$ cat src/rtl/fag_pkg.sv
`timescale 1ns/1ps
package fag_pkg;
  typedef enum logic [1:0] {
    RSN_NONE  = 2'd0,
    RSN_LOCK  = 2'd1,
    RSN_LIMIT = 2'd2,
    RSN_RSVD  = 2'd3
  } reason_t;

  localparam logic [1:0] OP_READ  = 2'b00;
  localparam logic [1:0] OP_WRITE = 2'b01;
endpackage

$ cat src/rtl/fag_lock_store.sv
`timescale 1ns/1ps
// Holds the per-block lock bits captured from the security bytes.
module fag_lock_store #(
  parameter int LOCK_W  = 8,
  parameter int NUM_BLK = 4
) (
  input  logic              clk,
  input  logic              rst,
  input  logic              load,
  input  logic [LOCK_W-1:0] rd_in,
  input  logic [LOCK_W-1:0] we_in,
  output logic [NUM_BLK-1:0] rd_bits,
  output logic [NUM_BLK-1:0] we_bits,
  output logic              loaded
);
  // Upper bits of each byte carry no meaning.
  logic unused_hi;
  assign unused_hi = ^{rd_in[LOCK_W-1:NUM_BLK], we_in[LOCK_W-1:NUM_BLK]};

  always_ff @(posedge clk) begin
    if (rst) begin
      rd_bits <= '0;
      we_bits <= '0;
      loaded  <= 1'b0;
    end else if (load) begin
      rd_bits <= rd_in[NUM_BLK-1:0];
      we_bits <= we_in[NUM_BLK-1:0];
      loaded  <= 1'b1;
    end
  end
endmodule

$ cat src/rtl/fag_dbg_rule.sv
`timescale 1ns/1ps
// Block-lock decision for debug-port requests in the main space.
module fag_dbg_rule
  import fag_pkg::*;
#(
  parameter int ADDR_W  = 16,
  parameter int NUM_BLK = 4,
  parameter int SEC_CNT = 2
) (
  input  logic [ADDR_W-1:0]  addr,
  input  logic [1:0]         op,
  input  logic [NUM_BLK-1:0] rd_bits,
  input  logic [NUM_BLK-1:0] we_bits,
  input  logic               loaded,
  output reason_t            reason
);
  localparam int SEL_W = $clog2(NUM_BLK);
  localparam logic [ADDR_W-1:0] SEC_BASE = {ADDR_W{1'b1}} - ADDR_W'(SEC_CNT - 1);

  logic [NUM_BLK-1:0] blk_hit;
  for (genvar g = 0; g < NUM_BLK; g++) begin : g_hit
    assign blk_hit[g] = (addr[ADDR_W-1 -: SEL_W] == SEL_W'(g));
  end

  logic is_read, is_erase, permitted, in_sec, top_locked;
  assign is_read    = (op == OP_READ);
  assign is_erase   = op[1];
  assign permitted  = |(blk_hit & (is_read ? rd_bits : we_bits));
  assign in_sec     = (addr >= SEC_BASE);
  assign top_locked = ~we_bits[NUM_BLK-1];

  always_comb begin
    if (!loaded)
      reason = RSN_LOCK;
    else if (in_sec && top_locked && !is_read)
      reason = is_erase ? RSN_LOCK : RSN_NONE;
    else
      reason = permitted ? RSN_NONE : RSN_LOCK;
  end
endmodule

$ cat src/rtl/fag_fw_rule.sv
`timescale 1ns/1ps
// Reserved-address and access-limit decision for firmware requests.
module fag_fw_rule
  import fag_pkg::*;
#(
  parameter int ADDR_W  = 16,
  parameter int LIM_W   = 8,
  parameter int RSV_CNT = 3
) (
  input  logic [ADDR_W-1:0] addr,
  input  logic [ADDR_W-1:0] pc,
  input  logic [LIM_W-1:0]  limit,
  output reason_t           reason
);
  localparam int SHIFT = ADDR_W - LIM_W;
  localparam logic [ADDR_W-1:0] RSV_BASE = {ADDR_W{1'b1}} - ADDR_W'(RSV_CNT - 1);

  logic [ADDR_W-1:0] bound;
  logic              lim_on, below, code_high;
  assign bound     = {limit, {SHIFT{1'b0}}};
  assign lim_on    = |limit;
  assign below     = (addr < bound);
  assign code_high = (pc >= bound);

  always_comb begin
    if (addr >= RSV_BASE)                 reason = RSN_RSVD;
    else if (lim_on && code_high && below) reason = RSN_LIMIT;
    else                                  reason = RSN_NONE;
  end
endmodule

$ cat src/rtl/flash_access_gate.sv
`timescale 1ns/1ps
module flash_access_gate
  import fag_pkg::*;
#(
  parameter int ADDR_W  = 16,
  parameter int NUM_BLK = 4,
  parameter int LOCK_W  = 8,
  parameter int LIM_W   = 8,
  parameter int SCR_W   = 8,
  parameter int RSV_CNT = 3,
  parameter int SEC_CNT = 2
) (
  input  logic              clk,
  input  logic              rst,
  input  logic              lock_load,
  input  logic [LOCK_W-1:0] rd_lock_byte,
  input  logic [LOCK_W-1:0] wr_lock_byte,
  input  logic [LIM_W-1:0]  fw_limit,
  input  logic              req_valid,
  input  logic              req_dbg,
  input  logic              req_scratch,
  input  logic [1:0]        req_op,
  input  logic [ADDR_W-1:0] req_addr,
  input  logic [ADDR_W-1:0] req_pc,
  output logic              rsp_valid,
  output logic              rsp_grant,
  output logic [1:0]        rsp_reason
);
  logic [NUM_BLK-1:0] rd_bits, we_bits;
  logic               loaded;
  reason_t            dbg_reason, fw_reason, reason_d;

  fag_lock_store #(.LOCK_W(LOCK_W), .NUM_BLK(NUM_BLK)) u_store (
    .clk(clk), .rst(rst), .load(lock_load),
    .rd_in(rd_lock_byte), .we_in(wr_lock_byte),
    .rd_bits(rd_bits), .we_bits(we_bits), .loaded(loaded)
  );

  fag_dbg_rule #(.ADDR_W(ADDR_W), .NUM_BLK(NUM_BLK), .SEC_CNT(SEC_CNT)) u_dbg (
    .addr(req_addr), .op(req_op), .rd_bits(rd_bits), .we_bits(we_bits),
    .loaded(loaded), .reason(dbg_reason)
  );

  fag_fw_rule #(.ADDR_W(ADDR_W), .LIM_W(LIM_W), .RSV_CNT(RSV_CNT)) u_fw (
    .addr(req_addr), .pc(req_pc), .limit(fw_limit), .reason(fw_reason)
  );

  // Scratchpad bypasses lock and limit rules; only its size is enforced.
  always_comb begin
    if (req_scratch) begin
      if (req_dbg && !loaded)          reason_d = RSN_LOCK;
      else if (|req_addr[ADDR_W-1:SCR_W]) reason_d = RSN_RSVD;
      else                             reason_d = RSN_NONE;
    end else if (req_dbg) begin
      reason_d = dbg_reason;
    end else begin
      reason_d = fw_reason;
    end
  end

  always_ff @(posedge clk) begin
    if (rst) begin
      rsp_valid  <= 1'b0;
      rsp_grant  <= 1'b0;
      rsp_reason <= RSN_NONE;
    end else begin
      rsp_valid  <= req_valid;
      rsp_grant  <= req_valid && (reason_d == RSN_NONE);
      rsp_reason <= req_valid ? reason_d : RSN_NONE;
    end
  end
endmodule

$ cat config.mk
export PLATFORM = sky130hd
export DESIGN_NAME = flash_access_gate
export DESIGN_NICKNAME = d
export VERILOG_FILES = /design/src/rtl/fag_pkg.sv /design/src/rtl/fag_lock_store.sv /design/src/rtl/fag_dbg_rule.sv /design/src/rtl/fag_fw_rule.sv /design/src/rtl/flash_access_gate.sv
export SDC_FILE = /design/constraint.sdc
export NUM_CORES = 1
export LEC_CHECK = 0
export CORE_ASPECT_RATIO = 2
export CORE_MARGIN = 2
export CORE_UTILIZATION = 36
export DETAILED_ROUTE_END_ITERATION = 8
export HOLD_SLACK_MARGIN = 0.05
export PLACE_DENSITY = 0.85
export SLEW_MARGIN = 20
export SYNTH_ARGS = -nofsm -noshare
export SYNTH_HDL_FRONTEND = slang
export SYNTH_SLANG_ARGS = --single-unit
$ cat constraint.sdc
create_clock -name clk -period 1.9 [get_ports clk]
set_input_delay 0.19 -clock clk [delete_from_list [all_inputs] [get_ports clk]]
set_output_delay 0.19 -clock clk [all_outputs]
set_load 0.1 [all_outputs]
==> results of run 1 <==
## synthesized netlist by cell type, drive strengths merged (2+ instances only)
cell / instances
a21o: 2
a21oi: 4
a31oi: 2
and4b: 2
dfxtp: 13
ha: 15
inv: 9
mux2i: 10
mux4: 2
nand2: 3
nand4: 5
nor2: 17
nor2b: 3
nor4: 4
o21ai: 4
o31ai: 2
or2b: 2
or4: 2
## worst paths after layout
check | startpoint | to
worst min register to register | u_store.loaded$_SDFFE_PP0P_ | u_store.loaded$_SDFFE_PP0P_
worst min-delay path | u_store.loaded$_SDFFE_PP0P_ | u_store.loaded$_SDFFE_PP0P_
worst max-delay path | fw_limit[5] | rsp_grant$_SDFF_PP0_
worst max register to register | u_store.we_bits[1]$_SDFFE_PP0P_ | rsp_reason[0]$_SDFF_PP0_
## per-layer routing
metal  vias up  part of all wire
met5         -                 0
met4         0             0.025
met3         8             0.061
met2        58              0.58
met1       534              0.33
li1        567                 -
## state kept, by name (all words and copies together) (netlist names)
register,cells
u_store.loaded,1
u_store.we_bits,4
rsp_grant,1
rsp_reason,2
u_store.rd_bits,4
rsp_valid,1
## where the power goes
group,internal (mW),switching [mW]
logic,0.191,0.135
registers,0.288,0.00801
clock network,0.148,0.0978
## stage by stage
| stage | utilization | cells | setup TNS [ns] | instance area [µm²] |
|---|---|---|---|---|
| after floorplan | - | 112 | 0 | 1020 |
| after global placement | 0.633 | 212 | -0.538 | 1730 |
| after detailed placement | 0.633 | 212 | -0.728 | 1730 |
| after CTS | 0.656 | 216 | 0 | 1800 |
| after global routing | 0.669 | 216 | 0 | 1830 |
| final | 0.669 | 216 | 0 | 1830 |
## kinds of logic after synthesis
family | after synthesis
DFF | 13
and+or+nand+nor | 44
adders and majority gates | 15
buffers and inverters | 11
AOI/OAI and AO/OA | 17
muxes | 12
## repair_timing
action | 4_1_cts | 5_1_grt
setup endpoints to repair | 2 | 2
pin swaps | 3 | 3
gates resized for setup | 3 | 8
hold endpoints to repair | 0 | 0
## worst max-delay path, delay by kind of cell
| family | cells | cell delay (ns) |
|---|---|---|
| compound gates | 5 | 0.79 |
| fa+ha+maj | 1 | 0.25 |
| simple gates | 1 | 0.17 |
| buf+inv | 2 | 0.60 |
## cell type report
type	count	area [µm²]
multi-input cells	88	766
clock buffers	4	45.0
flip-flops and latches	13	260
repair buffers	73	691
fillers	226	905
well taps	29	36.3
inverters	9	33.8
==> metrics.txt, run 1 <==
outcome finished clean; Final setup viols 0; core footprint 0.00274 mm²; Tmin final 1.81 ns; ys flop type dfxtp_1; main combinational cell family by area after synthesis simple AND/OR/NAND/NOR gates; Crit. End Element register; CTS buffer count 3; via count 1167; CTS tree yes; Peak VDD IR 437 µV; grt ovf 0; hold crit path type reg -> reg; grt met3 use 0.0226; Syn-to-layout area delta 78.8%; Worst path most repeated cell a21o_1; commonest cells after routing, fill and taps aside clkdlybuf4s50_1 (53), buf_4 (18), nor2_1 (17); Pins Over Slew Limit 0; largest net degree at the start of global routing 11; Reg2Reg Setup Slack 0.43 ns; GR Util All Layers 0.210; Cells after Synth 112; Die H 79.5 µm; cts hold-fix bufs 0; crit start category primary input; final antenna-violating net count 0; clock slew at reported path FFs 0.05 ns; final clock skew 0.00697 ns; max incr delay on CP 0.50 ns; commonest non-fill, non-tap cell in the layout clkdlybuf4s50_1; PD cells 474 mW/mm²; Crit path arrival time 1.98 ns; DR WL/cell 15.5 µm; antenna violations before repair 0; nets 267; post-synthesis mux area share 0.145; simple-gate area share of the yosys netlist 0.250; hold-critical path depth 2; RSZ-0062 raised after global routing false; worst-path cell chain clkdlybuf4s50_1 -> inv_1 -> ha_4 -> a21o_1 -> a21o_1 -> a21oi_1 -> o21ai_2 -> a31oi_2 -> nor3b_2; met1 usage 0.183; max cap viols 0; Tightest Pin Transition 0.490 ns; area share of the largest cell type after synthesis 0.254; Initial Util 0.374; die area 0.00332 mm²; Final GP Congestion 0.882; drt first-iter violations 18; # DRC 0; leak pwr 0.822 nW; Adder-Cell Fraction of Synth Area 0.183; Die Wd 41.7 µm; cell taking the most area after synthesis dfxtp_1; Clock Tree Buf Depth 2; floorplan row count 27; Clock Sinks 13; HPWL Detailed 2850 µm; Max-slew headroom 0.672; #FFs+latches synth 13; share of cells above drive strength 1 0.193; WL final 3350 µm; ys async rst share 0; cell area after synthesis 0.00102 mm²; Setup Buffers After CTS 0; f_max 553 MHz; Crit Path Max Fanout 2; Post-Syn Area per Cell 9.15 µm²; WS Path Type in -> reg; vias in the first global route 1294; Fin Hold WS 0.492 ns; Worst R2R Path Depth 5; Final Hold Fails 0; Yosys warnings 0; Root Buffer Master clkbuf_8; Crit path required time 2.07 ns; Synth Area in Compound Gates 0.120; port buffer count 59; htree depth 1; synth unique cells 35; XOR/XNOR share of the synthesized area 0; slowest CP cell clkdlybuf4s50_1; vias per inst 5.40; PnR worst setup slack 0.0918 ns; global-route wire length before repair 5320 µm; Tot Pwr 0.868 mW; Clock Latency Late Sink 0.25 ns; antenna cells 0; routing usage on met2 0.434; Tcrit/Tclk final 0.952; Synth Net Count 191; DRT Pass-1 Iters 4; register area share after synthesis 0.254; Post-synth EDFFs 0; synth top area cells dfxtp_1 (25%), ha_1 (18%), mux2i_1 (9.8%); Top Ports 68; global routing's busiest layer met2; dpl ws -0.325 ns
Note: power is estimated with default switching activity, not from simulation.
==> run 2: changes to the inputs <==
--- a/config.mk
+++ b/config.mk
@@ -5,6 +5,7 @@
 export SDC_FILE = /design/constraint.sdc
 export NUM_CORES = 1
 export LEC_CHECK = 0
+export CAP_MARGIN = 20
 export CORE_ASPECT_RATIO = 2
 export CORE_MARGIN = 2
 export CORE_UTILIZATION = 36
==> results of run 2 <==
Final layout, timing and power as in run 1 (identical DEF).
